**config.mk**
```make
export PLATFORM = sky130hd
export DESIGN_NAME = fpop_decoder
export DESIGN_NICKNAME = d
export VERILOG_FILES = /design/src/rtl/fpdec_pkg.sv /design/src/rtl/fpdec_class.sv /design/src/rtl/fpdec_optab.sv /design/src/rtl/fpdec_regchk.sv /design/src/rtl/fpdec_errsel.sv /design/src/rtl/fpop_decoder.sv
export SDC_FILE = /design/constraint.sdc
export NUM_CORES = 1
export LEC_CHECK = 0
export ABC_AREA = 0
export CELL_PAD_IN_SITES_DETAIL_PLACEMENT = 0
export CELL_PAD_IN_SITES_GLOBAL_PLACEMENT = 1
export CORE_ASPECT_RATIO = 1.75
export CORE_MARGIN = 3
export CORE_UTILIZATION = 49
export CTS_BUF_LIST = sky130_fd_sc_hd__clkbuf_8
export DETAILED_ROUTE_END_ITERATION = 8
export DONT_BUFFER_PORTS = 1
export PLACE_DENSITY_LB_ADDON = 0.1
export SYNTH_ARGS = -nofsm -noshare
export SYNTH_HDL_FRONTEND = slang
export SYNTH_HIERARCHICAL = 1
export SYNTH_SLANG_ARGS = --single-unit
```
**constraint.sdc**
```tcl
create_clock -name clk -period 2.61 [get_ports clk]
set_input_delay 0.1305 -clock clk [delete_from_list [all_inputs] [get_ports clk]]
set_output_delay 0.1305 -clock clk [all_outputs]
set_load 0.01 [all_outputs]
```
**src/rtl/fpdec_pkg.sv**
```systemverilog
// Package: shared constants and types for the floating-point operate decoder.
// Assumes the fixed 32-bit instruction layout; field positions are behaviour.
package fpdec_pkg;

    localparam int INSN_W = 32;
    localparam int REG_W  = 5;
    localparam int OPF_W  = 9;
    localparam int TT_W   = 3;
    localparam int SZ_W   = 3;
    localparam int NUM_OPERANDS = 3;
    localparam int SRC_W  = $clog2(NUM_OPERANDS + 1);

    // Field positions
    localparam int OPF_LO = 5;
    localparam int RS1_LO = 14;
    localparam int RS2_LO = 0;
    localparam int RD_LO  = 25;

    // Group match
    localparam logic [INSN_W-1:0] GRP_MASK  = 32'hC1F8_0000;
    localparam logic [INSN_W-1:0] GRP_ARITH = 32'h81A0_0000;
    localparam logic [INSN_W-1:0] GRP_CMP   = 32'h81A8_0000;

    localparam logic [TT_W-1:0] TT_NONE   = 3'd0;
    localparam logic [TT_W-1:0] TT_BADREG = 3'd6;

    typedef enum logic [SZ_W-1:0] {
        SZ_NONE = 3'd0,
        SZ_SGL  = 3'd1,
        SZ_DBL  = 3'd2,
        SZ_QUAD = 3'd3,
        SZ_WORD = 3'd4,
        SZ_FCC  = 3'd5
    } opsz_e;

    typedef struct packed {
        opsz_e a;   // rs1
        opsz_e b;   // rs2
        opsz_e d;   // rd
    } opsig_t;

    localparam opsig_t SIG_NONE = '{a: SZ_NONE, b: SZ_NONE, d: SZ_NONE};

    // Operation codes, general group
    localparam logic [OPF_W-1:0] OP_MOV_S  = 9'h001;
    localparam logic [OPF_W-1:0] OP_NEG_S  = 9'h005;
    localparam logic [OPF_W-1:0] OP_ABS_S  = 9'h009;
    localparam logic [OPF_W-1:0] OP_SQR_S  = 9'h029;
    localparam logic [OPF_W-1:0] OP_SQR_D  = 9'h02A;
    localparam logic [OPF_W-1:0] OP_SQR_Q  = 9'h02B;
    localparam logic [OPF_W-1:0] OP_ADD_S  = 9'h041;
    localparam logic [OPF_W-1:0] OP_ADD_D  = 9'h042;
    localparam logic [OPF_W-1:0] OP_ADD_Q  = 9'h043;
    localparam logic [OPF_W-1:0] OP_SUB_S  = 9'h045;
    localparam logic [OPF_W-1:0] OP_SUB_D  = 9'h046;
    localparam logic [OPF_W-1:0] OP_SUB_Q  = 9'h047;
    localparam logic [OPF_W-1:0] OP_MUL_S  = 9'h049;
    localparam logic [OPF_W-1:0] OP_MUL_D  = 9'h04A;
    localparam logic [OPF_W-1:0] OP_MUL_Q  = 9'h04B;
    localparam logic [OPF_W-1:0] OP_DIV_S  = 9'h04D;
    localparam logic [OPF_W-1:0] OP_DIV_D  = 9'h04E;
    localparam logic [OPF_W-1:0] OP_DIV_Q  = 9'h04F;
    localparam logic [OPF_W-1:0] OP_WMUL_D = 9'h069;
    localparam logic [OPF_W-1:0] OP_WMUL_Q = 9'h06E;
    localparam logic [OPF_W-1:0] OP_I2S    = 9'h0C4;
    localparam logic [OPF_W-1:0] OP_D2S    = 9'h0C6;
    localparam logic [OPF_W-1:0] OP_Q2S    = 9'h0C7;
    localparam logic [OPF_W-1:0] OP_I2D    = 9'h0C8;
    localparam logic [OPF_W-1:0] OP_S2D    = 9'h0C9;
    localparam logic [OPF_W-1:0] OP_Q2D    = 9'h0CB;
    localparam logic [OPF_W-1:0] OP_I2Q    = 9'h0CC;
    localparam logic [OPF_W-1:0] OP_S2Q    = 9'h0CD;
    localparam logic [OPF_W-1:0] OP_D2Q    = 9'h0CE;
    localparam logic [OPF_W-1:0] OP_S2I    = 9'h0D1;
    localparam logic [OPF_W-1:0] OP_D2I    = 9'h0D2;
    localparam logic [OPF_W-1:0] OP_Q2I    = 9'h0D3;
    // Compare group
    localparam logic [OPF_W-1:0] OP_CMP_S  = 9'h051;
    localparam logic [OPF_W-1:0] OP_CMP_D  = 9'h052;
    localparam logic [OPF_W-1:0] OP_CMP_Q  = 9'h053;
    localparam logic [OPF_W-1:0] OP_CMPX_S = 9'h055;
    localparam logic [OPF_W-1:0] OP_CMPX_D = 9'h056;
    localparam logic [OPF_W-1:0] OP_CMPX_Q = 9'h057;

    function automatic opsig_t mk_sig(opsz_e a, opsz_e b, opsz_e d);
        opsig_t s;
        s.a = a;
        s.b = b;
        s.d = d;
        return s;
    endfunction

endpackage

```
**src/rtl/fpdec_class.sv**
```systemverilog
// Module: fpdec_class
// Sorts an instruction word into the general operate group, the compare
// group, or neither. Purely combinational; assumes the fixed group mask.
module fpdec_class
    import fpdec_pkg::*;
(
    input  logic [INSN_W-1:0] insn,
    output logic              is_arith,
    output logic              is_cmp
);

    logic [INSN_W-1:0] masked;

    // Compare the masked word against the two group patterns
    always_comb begin
        masked   = insn & GRP_MASK;
        is_arith = (masked == GRP_ARITH);
        is_cmp   = (masked == GRP_CMP);
    end

endmodule

```
**src/rtl/fpdec_optab.sv**
```systemverilog
// Module: fpdec_optab
// Maps the operation code of a classified word to operand sizes for rs1,
// rs2 and rd. Assumes at most one of is_arith/is_cmp is set. Reports
// known=0 for codes undefined in the selected group.
module fpdec_optab
    import fpdec_pkg::*;
(
    input  logic             is_arith,
    input  logic             is_cmp,
    input  logic [OPF_W-1:0] opf,
    output logic             known,
    output opsig_t           sig
);

    opsig_t arith_sig;
    opsig_t cmp_sig;
    logic   arith_hit;
    logic   cmp_hit;

    // General group lookup
    always_comb begin
        arith_hit = 1'b1;
        arith_sig = SIG_NONE;
        case (opf)
            OP_MOV_S, OP_NEG_S, OP_ABS_S:
                arith_sig = mk_sig(SZ_NONE, SZ_WORD, SZ_WORD);
            OP_SQR_S: arith_sig = mk_sig(SZ_NONE, SZ_SGL,  SZ_SGL);
            OP_SQR_D: arith_sig = mk_sig(SZ_NONE, SZ_DBL,  SZ_DBL);
            OP_SQR_Q: arith_sig = mk_sig(SZ_NONE, SZ_QUAD, SZ_QUAD);
            OP_ADD_S, OP_SUB_S, OP_MUL_S, OP_DIV_S:
                arith_sig = mk_sig(SZ_SGL, SZ_SGL, SZ_SGL);
            OP_ADD_D, OP_SUB_D, OP_MUL_D, OP_DIV_D:
                arith_sig = mk_sig(SZ_DBL, SZ_DBL, SZ_DBL);
            OP_ADD_Q, OP_SUB_Q, OP_MUL_Q, OP_DIV_Q:
                arith_sig = mk_sig(SZ_QUAD, SZ_QUAD, SZ_QUAD);
            OP_WMUL_D: arith_sig = mk_sig(SZ_SGL, SZ_SGL, SZ_DBL);
            OP_WMUL_Q: arith_sig = mk_sig(SZ_DBL, SZ_DBL, SZ_QUAD);
            OP_I2S:    arith_sig = mk_sig(SZ_NONE, SZ_WORD, SZ_SGL);
            OP_I2D:    arith_sig = mk_sig(SZ_NONE, SZ_WORD, SZ_DBL);
            OP_I2Q:    arith_sig = mk_sig(SZ_NONE, SZ_WORD, SZ_QUAD);
            OP_S2D:    arith_sig = mk_sig(SZ_NONE, SZ_SGL,  SZ_DBL);
            OP_S2Q:    arith_sig = mk_sig(SZ_NONE, SZ_SGL,  SZ_QUAD);
            OP_D2S:    arith_sig = mk_sig(SZ_NONE, SZ_DBL,  SZ_SGL);
            OP_D2Q:    arith_sig = mk_sig(SZ_NONE, SZ_DBL,  SZ_QUAD);
            OP_Q2S:    arith_sig = mk_sig(SZ_NONE, SZ_QUAD, SZ_SGL);
            OP_Q2D:    arith_sig = mk_sig(SZ_NONE, SZ_QUAD, SZ_DBL);
            OP_S2I:    arith_sig = mk_sig(SZ_NONE, SZ_SGL,  SZ_WORD);
            OP_D2I:    arith_sig = mk_sig(SZ_NONE, SZ_DBL,  SZ_WORD);
            OP_Q2I:    arith_sig = mk_sig(SZ_NONE, SZ_QUAD, SZ_WORD);
            default:   arith_hit = 1'b0;
        endcase
    end

    // Compare group lookup
    always_comb begin
        cmp_hit = 1'b1;
        cmp_sig = SIG_NONE;
        case (opf)
            OP_CMP_S, OP_CMPX_S: cmp_sig = mk_sig(SZ_SGL,  SZ_SGL,  SZ_FCC);
            OP_CMP_D, OP_CMPX_D: cmp_sig = mk_sig(SZ_DBL,  SZ_DBL,  SZ_FCC);
            OP_CMP_Q, OP_CMPX_Q: cmp_sig = mk_sig(SZ_QUAD, SZ_QUAD, SZ_FCC);
            default:             cmp_hit = 1'b0;
        endcase
    end

    // Select by group; unknown codes yield no sizes
    always_comb begin
        known = 1'b0;
        sig   = SIG_NONE;
        if (is_arith && arith_hit) begin
            known = 1'b1;
            sig   = arith_sig;
        end else if (is_cmp && cmp_hit) begin
            known = 1'b1;
            sig   = cmp_sig;
        end
    end

endmodule

```
**src/rtl/fpdec_regchk.sv**
```systemverilog
// Module: fpdec_regchk
// Checks one register number against its operand size: doubles need an
// even number, quads a multiple of four, a condition-code destination
// must be zero. Other sizes always pass.
module fpdec_regchk
    import fpdec_pkg::*;
(
    input  opsz_e            size,
    input  logic [REG_W-1:0] idx,
    output logic             bad
);

    // Alignment rule per size
    always_comb begin
        case (size)
            SZ_DBL:  bad = idx[0];
            SZ_QUAD: bad = |idx[1:0];
            SZ_FCC:  bad = |idx;
            default: bad = 1'b0;
        endcase
    end

endmodule

```
**src/rtl/fpdec_errsel.sv**
```systemverilog
// Module: fpdec_errsel
// Picks the first failing operand in check order (rs1, rs2, rd) and
// encodes it as 1, 2 or 3; 0 when none failed.
module fpdec_errsel
    import fpdec_pkg::*;
(
    input  logic [NUM_OPERANDS-1:0] bad,
    output logic                    any_bad,
    output logic [SRC_W-1:0]        src
);

    // Lowest index wins
    always_comb begin
        src = '0;
        for (int i = NUM_OPERANDS - 1; i >= 0; i--) begin
            if (bad[i]) src = SRC_W'(i + 1);
        end
        any_bad = |bad;
    end

endmodule

```
**src/rtl/fpop_decoder.sv**
```systemverilog
// Module: fpop_decoder
// Top of the floating-point operate decoder. Classifies the word, looks up
// operand sizes, checks register alignment and registers the result one
// cycle after in_valid. Outputs hold between strobes. Synchronous
// active-low reset clears everything.
module fpop_decoder
    import fpdec_pkg::*;
(
    input  logic              clk,
    input  logic              rst_n,
    input  logic              in_valid,
    input  logic [31:0]       insn,
    output logic              dec_valid,
    output logic              dec_ok,
    output logic              dec_unimp,
    output logic              dec_reg_err,
    output logic [2:0]        dec_trap_type,
    output logic [1:0]        dec_err_src,
    output logic [8:0]        dec_opf,
    output logic [2:0]        dec_rs1_sz,
    output logic [2:0]        dec_rs2_sz,
    output logic [2:0]        dec_rd_sz,
    output logic [4:0]        dec_rs1,
    output logic [4:0]        dec_rs2,
    output logic [4:0]        dec_rd
);

    logic                    is_arith;
    logic                    is_cmp;
    logic                    known;
    opsig_t                  sig;
    logic [OPF_W-1:0]        opf;
    logic [REG_W-1:0]        idx   [NUM_OPERANDS];
    opsz_e                   sizes [NUM_OPERANDS];
    logic [NUM_OPERANDS-1:0] bad;
    logic                    any_bad;
    logic [SRC_W-1:0]        src;

    // Field extraction
    always_comb begin
        opf    = insn[OPF_LO +: OPF_W];
        idx[0] = insn[RS1_LO +: REG_W];
        idx[1] = insn[RS2_LO +: REG_W];
        idx[2] = insn[RD_LO  +: REG_W];
    end

    // Size fan-out into operand order
    always_comb begin
        sizes[0] = sig.a;
        sizes[1] = sig.b;
        sizes[2] = sig.d;
    end

    fpdec_class u_class (
        .insn     (insn),
        .is_arith (is_arith),
        .is_cmp   (is_cmp)
    );

    fpdec_optab u_optab (
        .is_arith (is_arith),
        .is_cmp   (is_cmp),
        .opf      (opf),
        .known    (known),
        .sig      (sig)
    );

    for (genvar g = 0; g < NUM_OPERANDS; g++) begin : g_chk
        fpdec_regchk u_chk (
            .size (sizes[g]),
            .idx  (idx[g]),
            .bad  (bad[g])
        );
    end

    fpdec_errsel u_errsel (
        .bad     (bad),
        .any_bad (any_bad),
        .src     (src)
    );

    // Output register: capture on strobe, pulse dec_valid
    always_ff @(posedge clk) begin
        if (!rst_n) begin
            dec_valid     <= 1'b0;
            dec_ok        <= 1'b0;
            dec_unimp     <= 1'b0;
            dec_reg_err   <= 1'b0;
            dec_trap_type <= TT_NONE;
            dec_err_src   <= '0;
            dec_opf       <= '0;
            dec_rs1_sz    <= '0;
            dec_rs2_sz    <= '0;
            dec_rd_sz     <= '0;
            dec_rs1       <= '0;
            dec_rs2       <= '0;
            dec_rd        <= '0;
        end else begin
            dec_valid <= in_valid;
            if (in_valid) begin
                dec_ok        <= known && !any_bad;
                dec_unimp     <= !known;
                dec_reg_err   <= known && any_bad;
                dec_trap_type <= (known && any_bad) ? TT_BADREG : TT_NONE;
                dec_err_src   <= known ? src : '0;
                dec_opf       <= opf;
                dec_rs1_sz    <= sig.a;
                dec_rs2_sz    <= sig.b;
                dec_rd_sz     <= sig.d;
                dec_rs1       <= idx[0];
                dec_rs2       <= idx[1];
                dec_rd        <= idx[2];
            end
        end
    end

endmodule

```
# --- Yosys cells after proc, flatten, opt, wreduce, memory -nomap -nowiden ---
# Cells that the tools add are included.
classes:
  bitwise: 0
  div: 0
  n_mux: 16
  shift: 0
  reduce_logical: 22
  order_cmp: 0
  add_sub_neg: 0
  n_eq_ne: 49
  multipliers: 0
op_table:
  columns: ["operator", "count"]
  rows:
  - ["9-bit by 7-bit == test with 1-bit output (second input constant)", 20]
  - ["8-bit case mux with 21 select lines", 1]
  - ["9-bit by 8-bit == test with 1-bit output (second input constant)", 12]
  - ["32-bit OR reduction", 1]
  - ["9-bit by 6-bit == test with 1-bit output (second input constant)", 3]
  - ["8-bit case mux with 3 select lines", 1]
  - ["3-bit by 2-bit == test with 1-bit output (second input constant)", 6]
  - ["8-bit == test (second input constant)", 2]
  - ["5-bit OR reduction", 3]
  - ["2-bit OR reduction", 6]
  - ["4-bit OR reduction", 3]
  - ["3-bit == test (second input constant)", 3]
  - ["9-bit by 1-bit == test with 1-bit output (second input constant)", 1]
  - ["9-bit by 3-bit == test with 1-bit output (second input constant)", 1]
  - ["9-bit by 4-bit == test with 1-bit output (second input constant)", 1]
  - ["9-bit 2-to-1 mux", 1]
  - ["1-bit case mux with 3 select lines", 3]
  - ["2-bit 2-to-1 mux", 4]
  - ["8-bit 2-to-1 mux", 1]
  - ["3-bit OR reduction", 2]
  - ["6-bit OR reduction", 1]
  - ["1-bit logical AND", 4]
  - ["1-bit 2-to-1 mux", 4]
  - ["3-bit 2-to-1 mux", 1]
  - ["1-bit zero test", 2]
totals:
  ramBits: 0
  latchBits: 0
  rom_bits: 0
  n_memories: 0
  word_cells: 100
  reg_bits: 42

# --- Depth between registers and ports, before layout ---
# Gate-level depths: netlist of the first run.
depth:
  ltp_word: 12
  ltp_mapped: 14

# --- Hierarchy ---
# The synthesis of the first run kept the hierarchy.
by_module_without_submodules:
  columns: ["module", "instances", "area_per_inst_um2", "cells_each"]
  rows:
  - ["fpop_decoder", 1, 1537.7, 133]
  - ["fpdec_optab", 1, 588.1, 84]
  - ["fpdec_regchk", 3, 48.8, 7]
  - ["fpdec_class", 1, 57.6, 4]
  - ["fpdec_errsel", 1, 26.3, 5]

# --- Least setup slack after synthesis of the first run ---
# No wires, ideal clock.
synth_path:
  path_kind: "in2reg"
  from: "in insn[30]"
  to: "reg dec_ok"
  arrival_time_ps: 2203
  setup_ps: 69
  required_time_ps: 2541
  n_path_buf: 0
  setup_slack_ps: 339
  path_stages: 13
  path_cell_list: "nand4b_4 nor4b_2 nand2b_1 nor4_1 and2_1 a22o_1 or2_1 nor2b_1 a21oi_1 o22ai_1 or3_1 nand2b_1 o21ai_1"
synth_rtl:
  columns: ["item", "line_no", "source"]
  rows:
  - ["start: declaration", "fpop_decoder.sv:12", "input logic [31:0] insn,"]
  - ["end signal: assignment", "fpop_decoder.sv:101", "dec_ok <= known && !any_bad;"]
  - ["end: declaration", "fpop_decoder.sv:14", "output logic dec_ok,"]

==> results.md, run 1 <==
- Status: complete, no violations
- Chip Width: a little under 60 um
- Critical Path, Cell by Cell: nand4b_4, nor4b_2, nand2b_1, nor4_1, and2_1, a22o_1, or2_1, nor2b_1, a21oi_1, o22ai_1, or3_1, nand2b_1, o21ai_1
- WP buf/inv: 0
- PwrDens: 516 nW/um2
- H-tree depth: 2
- Netlist Area Pre-Place: 2360 um2
- CP endpoint kind: flop
- Synth top area share: 33.1%
- DRC errors left: 0
- Port buffer count: 0
- DP HPWL: 4510 um
- Dpl ws: just under 0.08 ns
- Post-synthesis register bit count: 39
- Crit start category: input pin
- Avg WL per Cell: roughly 20 um
- Register area share after synthesis: around a third
- Crit-path leading delay family: simple AND/OR/NAND/NOR gates
- Vias in the first global route: slightly below 2k
- Worst skew pair latency: approximately 0.28 ns
- Slew Viols, Final: 0
- Final worst-path cycle share: 86.7%
- Total CTS buffers: 5
- Initial DRC Count: 96
- Critical Path RT: 2.83 ns
- Critical Path Max Stage Delay: ~0.37 ns
- Peak Freq: between 400 and 500 MHz
- CTS max path bufs: 2
- Largest net degree at the start of global routing: between 40 and 50
- Initial antenna violation count: 0
- Syn_nets: around 280
- Most used cell, CP: nand2b_1
- Mean post-synth cell area: between 9 and 10 um2
- Sink Count: 39
- Routability Congestion: between 0.8 and 0.9
- TritonRoute pass-1 iters: 4
- Core ar.: about 4500 um2
- Internal power: slightly below 1 mW
- Die Footprint: 5710 um2
- RSZ-0062 raised after global routing: false
- Final WL: roughly 6000 um
- CTS root buf: clkbuf_8
- Worst Tran Pin Value: approximately 1.1 ns
- Post-synth EDFFs: 0
- NumNets Final: between 200 and 300
- Die Ht: 97.7 um
- Slowest-stage cell, CP: or3_1
- I/O pins: 77
- Clock power frac: a little under 40%
- Layout cell share with drive strength beyond 1: 12.7%
- MaxCap Viol Count: 0
- Global-route wire length before repair: roughly 9500 um
- TNS Setup: 0 ns
- Initial Utilization: 52.1%
- Synth Warn #: 6
- Share of flip-flops with an asynchronous set or reset: 0%
- HP Class: in2reg
- Final setup violation count: 0
- Clock-pin slew on the worst setup and hold paths: about 0.080 ns
- Yosys cell types: between 50 and 60
- Worst setup margin: between 0.3 and 0.4 ns
- Synth top area cells: dfxtp_1 (33%), mux2i_1 (14%), nor2b_1 (11%), o41ai_2 (2.8%), buf_12 (2.5%)
- Fin Clk Skew: 0 ns
- Sequential power share: between 50% and 60%
- Synth Instances: between 200 and 250
- Final Hold Vio Count: 0
- Synth Flop Type: dfxtp_1
- Worst vdd ir: 0.000537 V
- Crit Path Max Fanout: 4
- Crit path time final: 2.26 ns
- Worst EP arrival: 2.49 ns
- Final Non-Filler Cells: slightly below 300
- Top cell type by total area after synthesis: dfxtp_1
- Switch share: about 23%
- Detail Route Antenna Nets: 0
- Final core utilization: between 50% and 60%
- TritonCTS clock tree: done
- Worst slew margin: 24.7%
- Postcts setup bufs: 0
- Switch Pwr: 289 uW
- DR vias/cell: roughly 6
- Pleak: 1.00 nW
- Dpl cells: ~280
- Critical setup path kind: in2reg
- Diode count: 0
- Comb pwr share: approximately 8.6%
- GRT overflow: 0
- Area Growth Syn to Fin: 3.29%
- Core Rows: 32
- GR Util All Layers: a little over a fifth
- Fill cells: between 400 and 500
- DR vias: about 1.8k
-- metal layers --
metal / track usage (%) / wire length [um] / up-vias / share of wire (%)
li1: - / - / 864 / -
met1: 20.7 / 2030 / 852 / 35
met4: 11.1 / 221 / 0 / 3.8
met3: 5.56 / 349 / 17 / 6.0
met2: 38.4 / 3230 / 55 / 55
met5: 0 / 0 / - / 0
-- cell type report --
cell class                      instances  area, um2  share of cell area [%]
Inverter                                8       30.0                    1.23
Timing Repair Buffer                    9       75.1                    3.08
Clock buffer                            5       68.8                    2.83
Clock inverter                          3       43.8                    1.80
Sequential cell                        39        781                    32.1
Multi-Input combinational cell        180       1370                    56.3
Tap cell                               51       63.8                    2.62
-- stage by stage --
step	hold slack, ns	total power, mW	cell area, um2
2_1_floorplan	0.270	0.785	2360
3_3_place_gp	0.263	0.757	2290
3_5_place_dp	0.266	0.760	2290
4_1_cts	0.00198	1.27	2430
5_1_grt	0.00975	1.30	2430
6_report	0.00696	1.26	2430
-- synth_stat cells, types with 2 or more instances --
cell      instances
a21oi_1          10
a31oi_1           2
and2_1            3
buf_12            3
buf_2             7
buf_4             4
buf_6             2
clkbuf_1          3
conb_1            2
dfxtp_1          39
inv_1             8
mux2i_1          33
nand2_1          11
nand2b_1          3
nand3b_1          5
nand4b_1          2
nor2_1            7
nor2b_1          41
nor3_1            3
nor3b_1           2
nor3b_2           2
nor4_1            3
o211a_1           3
o211ai_1          3
o21ai_0           2
o21ai_1           4
o22ai_1           3
o41ai_2           4
xnor2_1           3
-- state kept, by name, summed over array words and instances, names as in the netlist --
| signal | cells |
|---|---|
| dec_err_src | 2 |
| dec_rd | 5 |
| dec_rs2 | 5 |
| dec_opf | 9 |
| dec_ok | 1 |
| dec_rs1_sz | 3 |
| dec_valid | 1 |
| dec_rd_sz | 3 |
| dec_rs2_sz | 3 |
| dec_unimp | 1 |
| dec_rs1 | 5 |
| dec_trap_type | 1 |
-- path summary, 6_finish.rpt --
| path | to | slack, ns | cells past startpoint | from |
|---|---|---|---|---|
| worst min-delay path | dec_rd[2] | 0.007 | 2 | insn[27] |
| worst max register to register | dec_trap_type[1] | 1.80 | 2 | dec_trap_type[1] |
| worst max-delay path | dec_ok | 0.35 | 13 | insn[30] |
| worst min register to register | dec_err_src[1] | 0.52 | 2 | dec_err_src[1] |
-- cells in the final DEF (no fill, tap or decap), types with 4 or more instances in the layout --
| cell type | count |
|---|---|
| o41ai_2 | 4 |
| a21oi_1 | 10 |
| dfxtp_1 | 39 |
| buf_4 | 6 |
| o21ai_1 | 4 |
| nor2_1 | 7 |
| clkbuf_8 | 5 |
| nand3b_1 | 5 |
| nand2_1 | 11 |
| mux2i_1 | 33 |
| inv_1 | 8 |
| nor2b_1 | 41 |
-- cells by family after synthesis --
| family | after synthesis | synth area share (%) |
|---|---|---|
| flops | 39 | 33.1 |
| xor+xnor | 4 | 1.49 |
| compound gates | 45 | 15.3 |
| mux | 33 | 14.0 |
| buf+inv | 28 | 8.66 |
| other cells | 2 | 0.319 |
| simple gates | 96 | 27.1 |
-- power by group through the flow --
stage / Sequential, mW / Clock (mW) / Combinational, mW
finish: 0.648 / 0.500 / 0.108
global route: 0.650 / 0.534 / 0.119
CTS: 0.649 / 0.512 / 0.108
detailed placement: 0.662 / 0 / 0.0972
global placement: 0.662 / 0 / 0.0951
floorplan: 0.657 / 0 / 0.129
-- what timing repair did --
action	in CTS	in global routing
hold endpoints to repair	38	0
hold buffers	3	0
setup endpoints to repair	0	0
gates resized for setup	0	0
Power figures use the tool's default switching activity.
==> run 2, diff against run 1 <==
Settings changed: CELL_PAD_IN_SITES_DETAIL_PLACEMENT 0 to 1.
==> results.md, run 2 (synthesis results as in run 1) <==
- Crit start category: input pin
- Largest net degree at the start of global routing: 41 (-2.4%)
- TritonCTS clock tree: done
- Final Non-Filler Cells: 296 (+0.34%)
- Critical setup path kind: in2reg
- Clock-pin slew on the worst setup and hold paths: 0.08 ns (about the same)
- Worst vdd ir: 0.000418 V (-22%)
- Layout cell share with drive strength beyond 1: 12.7% (-0.052 points)
- Detail Route Antenna Nets: 0 (unchanged)
- Initial antenna violation count: 0 (unchanged)
- Chip Width: 58.4 um (unchanged)
- Initial Utilization: 52.1% (unchanged)
- Core Rows: 32 (unchanged)
- Postcts setup bufs: 0 (unchanged)
- DP Area: 2290 um2 (unchanged)
- GRT overflow: 0 (unchanged)
- Crit Path Max Fanout: 4 (unchanged)
- NumNets Final: 279 (+0.36%)
- TritonRoute pass-1 iters: 4 (unchanged)
- Global-route wire length before repair: 10,600 um (+12%)
- I/O pins: 77 (unchanged)
- Initial DRC Count: 89 (-7.3%)
- Pleak: 0.997 nW (-0.30%)
- Dpl cells: 284 (unchanged)
- H-tree depth: 2 (unchanged)
- RSZ-0062 raised after global routing: false
- DP HPWL: 4850 um (+7.7%)
- Final setup violation count: 0 (unchanged)
- Routability Congestion: 0.891 (unchanged)
- Sink Count: 39 (unchanged)
- Worst EP arrival: 2.56 ns (+0.07 ns)
- Peak Freq: 428 MHz (-3.0%)
- Top reg by flops: dec_opf
- Critical Path RT: 2.83 ns (about the same)
- Fin Clk Skew: 0 ns (unchanged)
- Final WL: 6460 um (+11%)
- DR vias: 1,851 (+3.5%)
- CP endpoint kind: flop
- MaxCap Viol Count: 0 (unchanged)
- GR Util All Layers: 24.2% (+3.1 points)
- Most common cell after layout, fill and taps aside: nor2b_1
- Worst slew margin: 33.7% (+9.0 points)
- Die Footprint: 5710 um2 (unchanged)
- Avg WL per Cell: 21.8 um (+10%)
- Port buffer count: 0 (unchanged)
- HP Class: in2reg
- Area Growth Syn to Fin: 2.87%
- Die Ht: 97.7 um (unchanged)
- Worst Tran Pin Value: 0.991 ns (-0.134 ns)
- PwrDens: 471 nW/um2 (-8.7%)
- Worst skew pair latency: 0.28 ns (about the same)
- CTS root buf: clkbuf_8
- Final Hold Vio Count: 0 (unchanged)
- Final worst-path cycle share: 89.4% (+2.7 points)
- Total CTS buffers: 5 (unchanged)
- Core ar.: 4520 um2 (unchanged)
- Crit path time final: 2.33 ns (+0.0710 ns)
- Diode count: 0 (unchanged)
- CTS max path bufs: 2 (unchanged)
- DRC errors left: 0 (unchanged)
- Largest register FFs: 9 (unchanged)
- Status: complete, no violations
- Fill cells: 526 (+23%)
- DR vias/cell: 6.25 (+3.2%)
- Most frequent cells in the layout: nor2b_1 (41), dfxtp_1 (39), mux2i_1 (33), nand2_1 (11)
- Final instance area: 2420 um2 (-0.41%)
- Slew Viols, Final: 0 (unchanged)
- Vias in the first global route: 2,027 (+5.5%)
-- run 2: cell count changes in the layout (fill, tap and decap cells not counted) --
cell	before	now
nor4_1	3	2
nor3_1	3	2
clkinv_4	1	0
bufinv_16	1	0
dlygate4sd3_1	3	4
inv_1	8	10
nor4_2	1	2
nor3_2	0	1
-- run 2: repair_timing --
item | in CTS | in global routing
resized for setup | 0 | 2
endpoints found under the hold margin | 34 | 0
setup endpoints to repair | 0 | 2
hold buffers | 4 | 0
-- run 2: through the flow --
| step | util [%] | hold WS, ns | power, mW | worst slack [ns] | setup TNS [ns] |
|---|---|---|---|---|---|
| final | 53.6 | 0.00612 | 1.14 | 0.276 | 0 |
| after global routing | 53.6 | 0.00844 | 1.19 | 0.0507 | 0 |
| after CTS | 53.3 | 0.00234 | 1.15 | 0.198 | 0 |
| after detailed placement | 50.6 | 0.265 | 0.762 | -0.0393 | -0.0735 |
| after global placement | 50.6 | 0.263 | 0.757 | 0.144 | 0 |
| after floorplan | - | 0.270 | 0.785 | 0.339 | 0 |
-- run 2: cell type report --
type	count	area (um2)	area share, %
Clock inverter	3	12.5	0.516
Sequential cell	39	781	32.2
Inverter	8	30.0	1.24
Timing Repair Buffer	10	85.1	3.51
Multi-Input combinational cell	180	1380	57.0
Tap cell	51	63.8	2.63
Clock buffer	5	68.8	2.84
-- run 2: final timing paths --
kind                     from  cells past startpoint  slack, ns                to
min                     rst_n                      2      0.006  dec_trap_type[1]
max                  insn[30]                     13       0.28            dec_ok
min reg2reg    dec_err_src[1]                      2       0.52    dec_err_src[1]
max reg2reg  dec_trap_type[1]                      2       1.82  dec_trap_type[1]
-- run 2: per-layer routing --
metal | routed length [um] | track usage (%) | vias to the layer above | part of all wire [%]
met4 | 210 | 10.9 | 0 | 3.3
met5 | 0 | 0 | - | 0
met1 | 2200 | 23.8 | 917 | 34
li1 | - | - | 864 | -
met3 | 324 | 4.76 | 17 | 5.0
met2 | 3730 | 46.0 | 53 | 58
-- run 2: worst max-delay path, cell delays in order --
cell	delay, ns
nand4b_4	0.16
nor4b_2	0.27
nand2b_1	0.10
nor4_2	0.19
and2_1	0.25
a22o_1	0.19
or2_1	0.17
nor2b_1	0.09
a21oi_1	0.17
o22ai_1	0.14
or3_1	0.39
nand2b_1	0.16
o21ai_1	0.14
-- run 2: power breakdown --
group | internal [mW] | switching (mW)
Clock | 0.180 | 0.202
Sequential | 0.620 | 0.0282
Combinational | 0.0639 | 0.0482
